**src/rtl/walk_pkg.sv**
```systemverilog
package walk_pkg;
  localparam int ADDR_W = 32;
  localparam int DESC_HI_LO = 10;
  localparam int DESC_HI_W = ADDR_W - DESC_HI_LO;
  localparam int TTB_LO = 14;
  localparam int TTB_W = ADDR_W - TTB_LO;

  typedef enum logic [1:0] {SZ_4K = 2'd0, SZ_64K = 2'd1, SZ_1M = 2'd2, SZ_16M = 2'd3} pageSize_e;
  typedef enum logic [1:0] {ST_IDLE, ST_L1, ST_L2, ST_DONE} walkState_e;
  typedef enum logic [1:0] {K_FAULT, K_TABLE, K_BLOCK} l1Kind_e;

  typedef struct packed {
    logic loadReq;
    logic useL2;
    logic saveL1;
    logic finishL1;
    logic finishL2;
  } walkStrobe_t;
endpackage

```
**src/rtl/walk_ctrl.sv**
```systemverilog
module walk_ctrl
  import walk_pkg::*;
(
  input  logic        clk,
  input  logic        rstN,
  input  logic        reqValid,
  input  logic        memReqReady,
  input  logic        memRdValid,
  input  l1Kind_e     l1Kind,
  output logic        reqReady,
  output logic        memReqValid,
  output logic        doneValid,
  output walkStrobe_t strobe
);
  walkState_e state, stateNext;
  logic sentQ;
  logic rdTaken;

  assign reqReady    = (state == ST_IDLE);
  assign memReqValid = ((state == ST_L1) || (state == ST_L2)) && !sentQ;
  assign doneValid   = (state == ST_DONE);
  assign rdTaken     = sentQ && memRdValid;

  always_comb begin
    strobe          = '0;
    strobe.loadReq  = (state == ST_IDLE) && reqValid;
    strobe.useL2    = (state == ST_L2);
    strobe.saveL1   = (state == ST_L1) && rdTaken && (l1Kind == K_TABLE);
    strobe.finishL1 = (state == ST_L1) && rdTaken && (l1Kind != K_TABLE);
    strobe.finishL2 = (state == ST_L2) && rdTaken;
  end

  always_comb begin
    stateNext = state;
    unique case (state)
      ST_IDLE: if (reqValid) stateNext = ST_L1;
      ST_L1:   if (rdTaken) stateNext = (l1Kind == K_TABLE) ? ST_L2 : ST_DONE;
      ST_L2:   if (rdTaken) stateNext = ST_DONE;
      default: stateNext = ST_IDLE;
    endcase
  end

  always_ff @(posedge clk) begin
    if (!rstN) begin
      state <= ST_IDLE;
      sentQ <= 1'b0;
    end else begin
      state <= stateNext;
      if (rdTaken) sentQ <= 1'b0;
      else if (memReqValid && memReqReady) sentQ <= 1'b1;
    end
  end
endmodule

```
**src/rtl/walk_datapath.sv**
```systemverilog
module walk_datapath
  import walk_pkg::*;
(
  input  logic                 clk,
  input  logic                 rstN,
  input  walkStrobe_t          strobe,
  input  logic [ADDR_W-1:0]    reqVa,
  input  logic [TTB_W-1:0]     reqTtbHi,
  input  logic [DESC_HI_W-1:0] descHi,
  input  logic [1:0]           descType,
  output logic [ADDR_W-1:0]    memAddr,
  output l1Kind_e              l1Kind,
  output logic [ADDR_W-1:0]    donePa,
  output logic [1:0]           doneSize,
  output logic                 doneFault
);
  logic [ADDR_W-1:0]    vaQ;
  logic [TTB_W-1:0]     ttbQ;
  logic [DESC_HI_W-1:0] tableQ;
  logic [ADDR_W-1:0]    desc;
  logic [ADDR_W-1:0]    paNext;
  pageSize_e            sizeNext;
  logic                 faultNext;

  assign desc = {descHi, 8'h00, descType};

  assign memAddr = strobe.useL2 ? {tableQ, vaQ[19:12], 2'b00}
                                : {ttbQ, vaQ[31:20], 2'b00};

  always_comb begin
    unique case (descType)
      2'b01:   l1Kind = K_TABLE;
      2'b10:   l1Kind = K_BLOCK;
      default: l1Kind = K_FAULT;
    endcase
  end

  always_comb begin
    paNext    = '0;
    sizeNext  = SZ_4K;
    faultNext = 1'b0;
    if (strobe.finishL2) begin
      unique case (descType)
        2'b00:   faultNext = 1'b1;
        2'b01: begin paNext = {desc[31:16], vaQ[15:0]}; sizeNext = SZ_64K; end
        default: begin paNext = {desc[31:12], vaQ[11:0]}; sizeNext = SZ_4K; end
      endcase
    end else if (l1Kind == K_BLOCK) begin
      if (desc[18]) begin paNext = {desc[31:24], vaQ[23:0]}; sizeNext = SZ_16M; end
      else begin paNext = {desc[31:20], vaQ[19:0]}; sizeNext = SZ_1M; end
    end else begin
      faultNext = 1'b1;
    end
  end

  always_ff @(posedge clk) begin
    if (!rstN) begin
      vaQ       <= '0;
      ttbQ      <= '0;
      tableQ    <= '0;
      donePa    <= '0;
      doneSize  <= '0;
      doneFault <= 1'b0;
    end else begin
      if (strobe.loadReq) begin
        vaQ  <= reqVa;
        ttbQ <= reqTtbHi;
      end
      if (strobe.saveL1) tableQ <= descHi;
      if (strobe.finishL1 || strobe.finishL2) begin
        donePa    <= paNext;
        doneSize  <= sizeNext;
        doneFault <= faultNext;
      end
    end
  end
endmodule

```
**src/rtl/pt_walker.sv**
```systemverilog
module pt_walker
  import walk_pkg::*;
(
  input  logic              clk,
  input  logic              rstN,
  input  logic              reqValid,
  output logic              reqReady,
  input  logic [ADDR_W-1:0] reqVa,
  input  logic [ADDR_W-1:0] reqTtb,
  output logic              memReqValid,
  input  logic              memReqReady,
  output logic [ADDR_W-1:0] memAddr,
  input  logic              memRdValid,
  input  logic [ADDR_W-1:0] memRdData,
  output logic              doneValid,
  output logic [ADDR_W-1:0] donePa,
  output logic [1:0]        doneSize,
  output logic              doneFault
);
  walkStrobe_t strobe;
  l1Kind_e     l1Kind;

  walk_ctrl i_ctrl (
    .clk(clk), .rstN(rstN), .reqValid(reqValid), .memReqReady(memReqReady),
    .memRdValid(memRdValid), .l1Kind(l1Kind), .reqReady(reqReady),
    .memReqValid(memReqValid), .doneValid(doneValid), .strobe(strobe)
  );

  walk_datapath i_dp (
    .clk(clk), .rstN(rstN), .strobe(strobe), .reqVa(reqVa),
    .reqTtbHi(reqTtb[ADDR_W-1:TTB_LO]), .descHi(memRdData[ADDR_W-1:DESC_HI_LO]),
    .descType(memRdData[1:0]), .memAddr(memAddr), .l1Kind(l1Kind),
    .donePa(donePa), .doneSize(doneSize), .doneFault(doneFault)
  );
endmodule

```
**config.mk**
```make
export PLATFORM = sky130hd
export DESIGN_NAME = pt_walker
export DESIGN_NICKNAME = d
export VERILOG_FILES = /design/src/rtl/walk_pkg.sv /design/src/rtl/walk_ctrl.sv /design/src/rtl/walk_datapath.sv /design/src/rtl/pt_walker.sv
export SDC_FILE = /design/constraint.sdc
export NUM_CORES = 1
export LEC_CHECK = 0
export ABC_AREA = 1
export BUFFER_PORTS_ARGS = -buffer_cell sky130_fd_sc_hd__buf_2
export CAP_MARGIN = 0
export CORE_MARGIN = 4
export CORE_UTILIZATION = 46
export CTS_CLUSTER_DIAMETER = 100
export CTS_CLUSTER_SIZE = 28
export DETAILED_ROUTE_END_ITERATION = 10
export GPL_ROUTABILITY_DRIVEN = 1
export HOLD_SLACK_MARGIN = 0.08
export PLACE_DENSITY = 0.84
export RECOVER_POWER = 50
export SLEW_MARGIN = 0
export SYNTH_ARGS = -nofsm -noshare
export SYNTH_HDL_FRONTEND = slang
export SYNTH_SLANG_ARGS = --single-unit
```
**constraint.sdc**
```tcl
create_clock -name clk -period 1.6 [get_ports clk]
set_clock_uncertainty 0.1 [all_clocks]
set_input_delay 0.16 -clock clk [delete_from_list [all_inputs] [get_ports clk]]
set_output_delay 0.16 -clock clk [all_outputs]
set_load 0.005 [all_outputs]
```
==> impl_results.md, run 1 <==
* Worst hold-check slack at 0.112 ns
* HPWL Detailed at 10,100 um
* Worst Hold Launch: memRdData[18]
* Number of nets in the layout at 1,090
* Launch point of the worst reg-to-reg path: i_ctrl.state[1]
* Data required time of the critical path at 1.34 ns
* Sequential element share of the synthesized area at 43.6%
* Number of iterations in the first detailed-routing pass at 6
* Vias at 5,896
* Clock network fraction of design power at 16.9%
* Minimum period implied by the final worst setup slack at 1.74 ns
* H-tree depth reported by CTS at 3
* Most common cell type on the critical path: sky130_fd_sc_hd__nand2_1
* Area fraction of the dominant cell type after synthesis at 43.6%
* Wire length of the first global-routing pass at 27,300 um
* Critical path arrival at 1.48 ns
* Initial cell density of the core at 48.0%
* Clock sink count at 110
* TritonCTS clock tree: yes
* Minimum setup slack after placement at -0.0550 ns
* Maximum root-to-sink buffer count at 2
* #FFs+latches synth at 110
* Routed wirelength normalized by instance count at 15.6 um
* Power per Cell Area at 1260 mW/mm^2
* Total leakage power at 3.68 nW
* Synth warnings at 0
* Max-cap check violation count at 0
* Hold WC Path Type: in2reg
* Final core utilization at 69.2%
* Internal power at 5.63 mW
* Initial antenna violation count at 1
* Power share of the sequential group at 38.9%
* Peak per-stage delay on the critical path at 0.40 ns
* Largest family of logic cells by synthesized area: simple AND/OR/NAND/NOR gates
* Type of element capturing the critical path: output port
* Area growth from synthesis to layout at 44.1%
* Vias in the first global route at 5,698
* Grt total ovfl at 0
* Fraction of the mapped netlist area in adder cells at 1.49%
* Pwr Total at 9.13 mW
* Met2 layer wire length in the routed design at 8600 um
* Area of the core at 0.0105 mm^2
* Row Count at 37
* Compound-cell area share of the yosys netlist at 7.64%
* Crit-path max FO at 12
* Pin count of the biggest net entering global routing at 46
* Highest clock rate at 574 MHz
* Post-Route WL at 17,600 um
* Launching instance or port of the critical path: i_ctrl.state[1]
* Count of nets left with antenna violations after detail routing at 0
* Unrepaired setup endpoints after global routing: yes
* DIE HEIGHT at 113 um
* Sw Ratio at 38.3%
* Area of the die at 0.0127 mm^2
* Iteration-0 DRC Markers at 632
* Met1 layer wirelength in the final routing at 6670 um
* Endpoint of the worst setup timing path: memAddr[23]
* Fraction of synthesized cell area in xor and xnor cells at 0%
* Violations in the final reports: setup timing
* Fraction of final layout cells with drive strength greater than 1 at 21.7%
* Flop2flop setup slack at -0.08 ns
* Final setup margin at -0.143 ns
* I/O pin total at 171
* Post-DR vias/cell at 5.24
* Simple-gate share of the synthesized area at 39.9%
* CTS root buf: sky130_fd_sc_hd__clkbuf_8
* Synthesized area per cell at 6.60 um^2
* Highest layer used for signal routing: met4
* Final total negative setup slack at -3.00 ns
* Final routed DRC violation total at 0
* Unique cell type count in the Yosys netlist at 20
* Cell-by-cell trace of the critical path: ha_4 > inv_6 > buf_16 > nand2_1 > nand2_1 > buf_2
* # setup viols final at 37
* Peak supply drop at 599 uV
* Final count of hold timing violations at 0
* Final estimated routing congestion in global placement at 0.886
* Post-synth top area cell: sky130_fd_sc_hd__dfxtp_1
* Period Utilization, post-route at 109%
* Synth Instances at 765
* Width of the die at 113 um
* IO buf count at 146
* Routed met3 length at 1440 um
* Reg2Reg Capture Point: i_dp.vaQ[28]
* Total routing usage reported by global routing at 26.0%
* Net Switching at 3.50 mW
* Share of cell area taken by muxes after synthesis at 0%
* Path type of the worst setup path: reg2out
* Number of pins with negative max-slew slack in the final report at 0
* Logic gate share of total power at 44.2%
* Clock latency reported for the late side of the worst-skew pair at 0.36 ns
* Result of the run: complete, but fails checks
* Top cells by area in the synthesized netlist: sky130_fd_sc_hd__dfxtp_1 44%, sky130_fd_sc_hd__nand2_1 15%, sky130_fd_sc_hd__nor2_1 15%
* Critical-path top delay cell: sky130_fd_sc_hd__dfxtp_4
* Number of clock buffers inserted by TritonCTS at 9
* Synthesized area at 0.00505 mm^2
* Startpoint kind of the worst setup timing path: flop
* Clock slew at the register clock pins of the worst setup and hold paths at 0.11 ns
* R2R depth at 8
kinds of logic after synthesis:
group	after synthesis
adder cells (fa/ha/maj)	6
flip-flops	110
AO/OA/AOI/OAI	77
buffers and inverters	89
other	1
AND/OR/NAND/NOR	482
registers in the layout (all words and copies together), names as in the netlist:
signal	flops
i_ctrl.sentQ	1
i_dp.vaQ	32
i_ctrl.state	2
i_dp.tableQ	22
i_dp.doneFault	1
i_dp.donePa	32
i_dp.doneSize	2
i_dp.ttbQ	18
routing by layer:
metal,GRT usage (%),up-vias
li1,-,2822
met1,30.0,2659
met2,44.8,332
met3,6.42,83
met4,13.1,0
met5,0,-
synth_stat cells (all sizes together):
cell type / n
inv: 36
dfxtp: 110
clkbuf: 30
a21oi: 2
buf: 23
conb: 1
nand3b: 35
nor2: 202
nand3: 43
ha: 6
o21ai: 75
nand2: 202
critical path, delay by kind of cell, from the launching register on:
kind / cells / cell delay, ns
DFF: 1 / 0.40
buffers and inverters: 3 / 0.36
adders and majority gates: 1 / 0.22
and+or+nand+nor: 2 / 0.13
through the flow:
stage | cell area [um^2] | instances
2_1_floorplan | 5050 | 766
3_3_place_gp | 6080 | 1026
3_5_place_dp | 6080 | 1026
4_1_cts | 7110 | 1119
5_1_grt | 7270 | 1124
6_report | 7270 | 1125
placed cells by master, fill, tap and decap left out:
master / synthesis / routed
sky130_fd_sc_hd__dlygate4sd3_1: 0 / 73
sky130_fd_sc_hd__o21ai_2: 0 / 2
sky130_fd_sc_hd__nand2_4: 0 / 4
sky130_fd_sc_hd__o21ai_0: 73 / 64
sky130_fd_sc_hd__inv_4: 0 / 2
sky130_fd_sc_hd__buf_2: 17 / 119
sky130_fd_sc_hd__dfxtp_2: 0 / 1
sky130_fd_sc_hd__nor2_1: 199 / 198
sky130_fd_sc_hd__clkinv_4: 0 / 1
sky130_fd_sc_hd__buf_4: 3 / 21
sky130_fd_sc_hd__nand3_1: 42 / 41
sky130_fd_sc_hd__buf_12: 0 / 11
sky130_fd_sc_hd__inv_1: 30 / 25
sky130_fd_sc_hd__clkbuf_1: 29 / 25
sky130_fd_sc_hd__nand3_4: 0 / 1
sky130_fd_sc_hd__nand2_2: 2 / 9
sky130_fd_sc_hd__conb_1: 1 / 2
sky130_fd_sc_hd__nand3_2: 1 / 1
sky130_fd_sc_hd__diode_2: 0 / 2
sky130_fd_sc_hd__inv_2: 6 / 7
sky130_fd_sc_hd__dfxtp_1: 110 / 108
sky130_fd_sc_hd__ha_4: 0 / 3
sky130_fd_sc_hd__ha_2: 0 / 1
sky130_fd_sc_hd__ha_1: 6 / 2
sky130_fd_sc_hd__nor2_4: 0 / 2
sky130_fd_sc_hd__nor2_2: 3 / 2
sky130_fd_sc_hd__dfxtp_4: 0 / 1
sky130_fd_sc_hd__o21ai_1: 2 / 9
sky130_fd_sc_hd__inv_6: 0 / 5
sky130_fd_sc_hd__nand2_1: 200 / 189
sky130_fd_sc_hd__clkbuf_16: 0 / 3
sky130_fd_sc_hd__a21oi_1: 2 / 2
sky130_fd_sc_hd__nand3b_1: 35 / 35
sky130_fd_sc_hd__clkinv_2: 0 / 2
sky130_fd_sc_hd__buf_16: 0 / 1
sky130_fd_sc_hd__buf_6: 0 / 6
sky130_fd_sc_hd__clkbuf_8: 0 / 9
repair_timing:
| item | 4_1_cts | 5_1_grt |
|---|---|---|
| gates resized for setup | 24 | 36 |
| setup endpoints to repair | 55 | 92 |
| hold endpoints to repair | 85 | 0 |
| hold buffers | 73 | 0 |
| buffers inserted | 4 | 1 |
| cloned | 1 | 3 |
| pin swaps | 5 | 17 |
power by group through the flow:
stage               registers, mW  clock network (mW)  logic, mW
CTS                          3.52                1.57       3.64
finish                       3.55                1.54       4.03
global placement             3.54                   0       3.08
global route                 3.61                1.67       4.43
floorplan                    3.50                   0       1.85
detailed placement           3.56                   0       3.15
area by class of cell:
cell class / instances / area (um^2)
Multi-Input combinational cell: 567 / 2600
Clock inverter: 6 / 45.0
Fill cell: 823 / 3240
Antenna cell: 2 / 5.00
Sequential cell: 110 / 2210
Clock buffer: 9 / 124
Timing Repair Buffer: 259 / 1970
Tap cell: 136 / 170
Inverter: 36 / 150
worst min path at each step:
stage / endpoint / depth (start not counted)
after CTS: i_dp.tableQ[8] / 3
final: i_dp.tableQ[8] / 3
after floorplan: i_ctrl.sentQ / 2
after global routing: i_dp.tableQ[8] / 3
after detailed placement: i_ctrl.sentQ / 3
after global placement: i_ctrl.sentQ / 3
Power figures use the tool's default switching activity.
==> run 2: changes to the inputs <==
PLACE_DENSITY = 0.73   (was 0.84)
SKIP_LAST_GASP = 1   (was default)
==> impl_results.md, run 2 (synthesis gave the netlist of run 1 again) <==
* Type of element capturing the critical path: output port
* Pin count of the biggest net entering global routing at 55
* Area after DPL at 0.00601 mm^2
* Number of clock buffers inserted by TritonCTS at 9
* Register cell area after layout at 0.00221 mm^2
* Post-DR vias/cell at 5.03
* Unrepaired setup endpoints after global routing: yes
* Count of nets left with antenna violations after detail routing at 0
* Vias at 5,654
* Clock sink count at 110
* Critical-path top delay cell: sky130_fd_sc_hd__dfxtp_2
* Period Utilization, post-route at 109%
* Maximum root-to-sink buffer count at 2
* Result of the run: complete, but fails checks
* IO buf count at 146
* Minimum setup slack after placement at -0.0363 ns
* Highest clock rate at 572 MHz
* Final setup margin at -0.149 ns
* Final estimated routing congestion in global placement at 0.870
* Most frequent cells in the layout: 198 x sky130_fd_sc_hd__nor2_1, 196 x sky130_fd_sc_hd__nand2_1, 128 x sky130_fd_sc_hd__buf_2
* Area growth from synthesis to layout at 44.7%
* TritonCTS clock tree: yes
* Worst hold-check slack at 0.108 ns
* Worst Hold Launch: memRdData[18]
* Post-Route WL at 16,300 um
* WHS Path Cells at 3
* Minimum period implied by the final worst setup slack at 1.75 ns
* Path type of the worst setup path: reg2out
* Initial antenna violation count at 1
* Width of the die at 113 um
* Power per Cell Area at 1250 mW/mm^2
* Number of iterations in the first detailed-routing pass at 5
* Top flop regs: i_dp.donePa (32), i_dp.vaQ (32), i_dp.tableQ (22)
* Critical path arrival at 1.49 ns
* Hold WC Path Type: in2reg
* H-tree depth reported by CTS at 3
* Startpoint kind of the worst setup timing path: flop
* Hold path endpoint: i_dp.tableQ[8]
* Data required time of the critical path at 1.34 ns
* Peak per-stage delay on the critical path at 0.35 ns
* Iteration-0 DRC Markers at 416
* Peak supply drop at 763 uV
* Number of nets in the layout at 1,089
* Clock slew at the register clock pins of the worst setup and hold paths at 0.12 ns
* Row Count at 37
* Max-cap check violation count at 0
* R2R depth at 9
* Total routing usage reported by global routing at 24.5%
* Total leakage power at 3.72 nW
* Wire length of the first global-routing pass at 25,800 um
* I/O pin total at 171
* Pwr Total at 9.10 mW
* CTS root buf: sky130_fd_sc_hd__clkbuf_8
* Final count of hold timing violations at 0
* Final routed DRC violation total at 0
* HPWL Detailed at 10,100 um
* Flop2flop setup slack at -0.05 ns
* Grt total ovfl at 0
* Routed wirelength normalized by instance count at 14.5 um
* Crit-path max FO at 15
* Initial cell density of the core at 48.0%
* Reg2Reg Capture Point: i_dp.donePa[26]
* Number of pins with negative max-slew slack in the final report at 0
* Most common cell type on the critical path: sky130_fd_sc_hd__nand2_1
* Launch point of the worst reg-to-reg path: i_ctrl.state[0]
* # setup viols final at 53
* Clock latency reported for the late side of the worst-skew pair at 0.37 ns
* Cell-by-cell trace of the critical path: inv_4 > ha_4 > buf_6 > nand2_1 > nand2_1 > buf_2
* DIE HEIGHT at 113 um
* Final design area excluding fillers at 0.00730 mm^2
* Vias in the first global route at 5,360
* Total area of multi-input combinational cells at 0.00258 mm^2
* Filler instances at 874
* Number of buffer and inverter stages on the critical path at 3
* Fraction of final layout cells with drive strength greater than 1 at 21.3%
* Leading cell type in the layout, fill and taps excluded: sky130_fd_sc_hd__nor2_1
* Area of the core at 0.0105 mm^2
* Area of the die at 0.0127 mm^2
* Family of cells with the greatest summed delay on the critical path: buffers and inverters
* Violations in the final reports: setup timing
run 2: cell types whose count changed in the layout (fill, tap and decap cells not counted), sizes merged:
cell,previous run,this run
inv,39,41
buf,158,165
diode,2,1
bufinv,0,1
clkinv,3,1
nand3,43,44
clkbuf,37,28
run 2: per-layer routing:
| layer | vias up | GRT usage [%] | wire (um) |
|---|---|---|---|
| met5 | - | 0 | 0 |
| met4 | 0 | 9.62 | 503 |
| met3 | 42 | 4.17 | 1150 |
| met2 | 246 | 40.8 | 7820 |
| met1 | 2549 | 31.5 | 6850 |
| li1 | 2817 | - | - |
run 2: worst min-delay path: stages:
cell                      delay [ns]
sky130_fd_sc_hd__buf_2          0.17
sky130_fd_sc_hd__o21ai_1        0.16
sky130_fd_sc_hd__nor2_1         0.05
run 2: cell type report:
| type | instances | share of cell area, % |
|---|---|---|
| Multi-Input combinational cell | 568 | 35.4 |
| Sequential cell | 110 | 30.2 |
| Timing Repair Buffer | 257 | 27.1 |
| Tap cell | 136 | 2.33 |
| Inverter | 36 | 2.06 |
| Clock buffer | 9 | 1.70 |
| Clock inverter | 7 | 1.20 |
| Antenna cell | 1 | 0.0343 |
run 2: timing repair:
item                                   in CTS  in global routing
buffers inserted                            4                  3
setup endpoints to repair                  67                125
endpoints found under the hold margin      83                  0
gates cloned                                2                  4
gates resized for setup                    28                 34
pin swaps                                   2                  2
hold buffers                               73                  0
run 2: report_power, final:
group          leakage, nW  total (mW)  switching (mW)  internal, mW
logic                 2.71        3.75            2.03          1.72
clock network        0.109        1.82            1.05         0.768
registers            0.899        3.53           0.311          3.22
total                 3.72        9.10            3.39          5.71
run 2: how the worst max path moves through the flow:
| stage | from | end | slack, ns | cells past startpoint |
|---|---|---|---|---|
| 2_1_floorplan | i_ctrl.state[0] | i_dp.donePa[17] | 0.01 | 9 |
| 3_3_place_gp | i_ctrl.state[0] | i_dp.donePa[20] | -0.005 | 8 |
| 3_5_place_dp | i_ctrl.state[0] | i_dp.donePa[20] | -0.04 | 8 |
| 4_1_cts | i_ctrl.state[0] | memAddr[2] | -0.12 | 7 |
| 5_1_grt | i_ctrl.state[0] | memAddr[20] | -0.22 | 6 |
| 6_report | i_ctrl.state[0] | memAddr[20] | -0.15 | 6 |
run 2: stage by stage:
step           setup TNS, ns  utilization, %  std cells
4_1_cts                -2.60            67.8       1117
3_5_place_dp          -0.152            57.2       1022
3_3_place_gp        -0.00833            57.2       1022
6_report               -3.69            69.5       1124
5_1_grt                -8.68            69.5       1124
2_1_floorplan              0               -        766
==> run 3: changes to the inputs <==
CELL_PAD_IN_SITES_DETAIL_PLACEMENT = 2   (was default)
CELL_PAD_IN_SITES_GLOBAL_PLACEMENT = 2   (was default)
CORE_UTILIZATION = 23   (was 46)
PLACE_DENSITY = 0.71   (was 0.73)
==> impl_results.md, run 3 (synthesis gave the netlist of run 1 again) <==
* Result of the run: complete, but fails checks
* Violations in the final reports: setup timing
* Path type of the worst setup path: reg2out
* Count of nets left with antenna violations after detail routing at 0
* Placed insts at 1,170
* Final setup margin at -0.135 ns
* Post-Route WL at 22,900 um
* DIE HEIGHT at 156 um
* Area of the die at 0.0244 mm^2
* Fraction of final layout cells with drive strength greater than 1 at 27.4%
* Actual transition at the worst max-transition pin at 0.726 ns
* Critical-path top delay cell: sky130_fd_sc_hd__dfxtp_2
* TritonCTS clock tree: yes
* # setup viols final at 39
* Peak per-stage delay on the critical path at 0.36 ns
* Wire length of the first global-routing pass at 33,900 um
* Clock slew at the register clock pins of the worst setup and hold paths at 0.08 ns
* Cell-by-cell trace of the critical path: inv_2 > ha_4 > inv_6 > buf_12 > nand2_1 > nand2_1 > buf_2
* H-tree depth reported by CTS at 3
* Maximum root-to-sink buffer count at 2
* Final count of hold timing violations at 0
* Final core utilization at 37.6%
* Critical path arrival at 1.48 ns
* Area growth from synthesis to layout at 58.5%
* Width of the die at 156 um
* Unrepaired setup endpoints after global routing: yes
* Initial antenna violation count at 0
* Data required time of the critical path at 1.34 ns
* I/O pin total at 171
* Leading cell type in the layout, fill and taps excluded: sky130_fd_sc_hd__nor2_1
* Pin count of the biggest net entering global routing at 40
* Most common cell type on the critical path: sky130_fd_sc_hd__nand2_1
* Minimum period implied by the final worst setup slack at 1.74 ns
* Power per Cell Area at 1300 mW/mm^2
* Vias at 5,797
* Top flop regs: i_dp.donePa (32), i_dp.vaQ (32), i_dp.tableQ (22)
* Startpoint kind of the worst setup timing path: flop
* Number of clock buffers inserted by TritonCTS at 9
* Tightest slew margin relative to the limit at 51.6%
* IO buf count at 146
* Number of pins with negative max-slew slack in the final report at 0
* Non-filler instance count after layout at 1,271
* Vias in the first global route at 6,110
* Final routed DRC violation total at 0
* Final estimated routing congestion in global placement at 0.752
* Clock sink count at 110
* Crit-path max FO at 17
* Row Count at 53
* Grt total ovfl at 0
* Number of iterations in the first detailed-routing pass at 4
* Worst hold-check slack at 0.118 ns
* Routed wirelength normalized by instance count at 18.1 um
* Initial cell density of the core at 23.7%
* Area of the core at 0.0213 mm^2
* Pwr Total at 10.4 mW
* Highest clock rate at 576 MHz
* Antenna Cells at 0
* Clock latency reported for the late side of the worst-skew pair at 0.36 ns
* Total leakage power at 3.78 nW
* Max-cap check violation count at 0
* Final design area excluding fillers at 0.00800 mm^2
* Type of element capturing the critical path: output port
* Hold WC Path Type: in2reg
* Most frequent cells in the layout: 185 x sky130_fd_sc_hd__nor2_1, 178 x sky130_fd_sc_hd__nand2_1, 114 x sky130_fd_sc_hd__buf_2
* Post-DR vias/cell at 4.56
* Total routing usage reported by global routing at 17.7%
* Period Utilization, post-route at 108%
* CTS root buf: sky130_fd_sc_hd__clkbuf_16
* Number of nets in the layout at 1,098
* Peak supply drop at 571 uV
* Iteration-0 DRC Markers at 151
* HPWL Detailed at 14,500 um
* Area after DPL at 0.00628 mm^2
-- run 3: cell count changes in the layout (fill, tap and decap cells not counted), moves of 7 or more --
cell and delta:
sky130_fd_sc_hd__clkbuf_16 +12, sky130_fd_sc_hd__nand3_2 +23, sky130_fd_sc_hd__clkbuf_8 -8, sky130_fd_sc_hd__nor2_1 -13, sky130_fd_sc_hd__nand2_2 +17, sky130_fd_sc_hd__o21ai_0 +7
sky130_fd_sc_hd__buf_2 -14, sky130_fd_sc_hd__nand2_1 -18, sky130_fd_sc_hd__buf_4 +8, sky130_fd_sc_hd__nand3_1 -26, sky130_fd_sc_hd__nor2_2 +10, sky130_fd_sc_hd__clkbuf_1 +15
sky130_fd_sc_hd__o21ai_1 -7
-- run 3: metrics by stage --
stage | setup WS (ns) | setup TNS (ns)
final | -0.135 | -3.43
after detailed placement | -0.161 | -3.44
after global placement | -0.0879 | -2.09
after floorplan | 0.0130 | 0
after global routing | -0.214 | -8.23
after CTS | -0.110 | -3.86
-- run 3: final cells by class --
type / count / area, um^2
Inverter: 36 / 153
Clock buffer: 10 / 239
Fill cell: 2479 / 13300
Tap cell: 275 / 344
Multi-Input combinational cell: 567 / 2840
Clock inverter: 6 / 93.8
Timing Repair Buffer: 267 / 2120
Sequential cell: 110 / 2210
-- run 3: per-layer routing --
metal	wire [um]	global-route usage [%]	share of wire, %
met3	746	2.39	3.3
met4	341	4.88	1.5
met2	11400	30.7	50
met5	0	0	0
met1	10400	23.1	45
-- run 3: path summary, 6_finish.rpt --
path | start | endpoint | slack, ns | depth (start not counted)
setup / recovery | i_ctrl.state[0] | memAddr[15] | -0.14 | 7
hold / removal | rstN | i_dp.ttbQ[1] | 0.12 | 3
setup reg to reg | i_ctrl.state[0] | i_dp.donePa[7] | -0.05 | 10
hold reg to reg | i_dp.tableQ[15] | i_dp.tableQ[15] | 0.38 | 2
-- run 3: repair_timing --
item	4_1_cts	5_1_grt
buffers inserted	5	4
pin swaps	5	63
resized for setup	42	83
hold buffers	70	0
cloned	2	7
endpoints found under the setup margin	90	95
endpoints found under the hold margin	76	0
-- run 3: worst max-delay path: cells and delay by family, from the launching register on --
kind	cells	cell delay, ns
simple gates	2	0.13
fa+ha+maj	1	0.20
buf+inv	4	0.41
flops	1	0.36
-- run 3: report_power, final --
group | switching, mW | internal, mW | total, mW
clock | 1.15 | 1.43 | 2.57
sequential | 0.348 | 3.23 | 3.58
combinational | 2.39 | 1.84 | 4.23
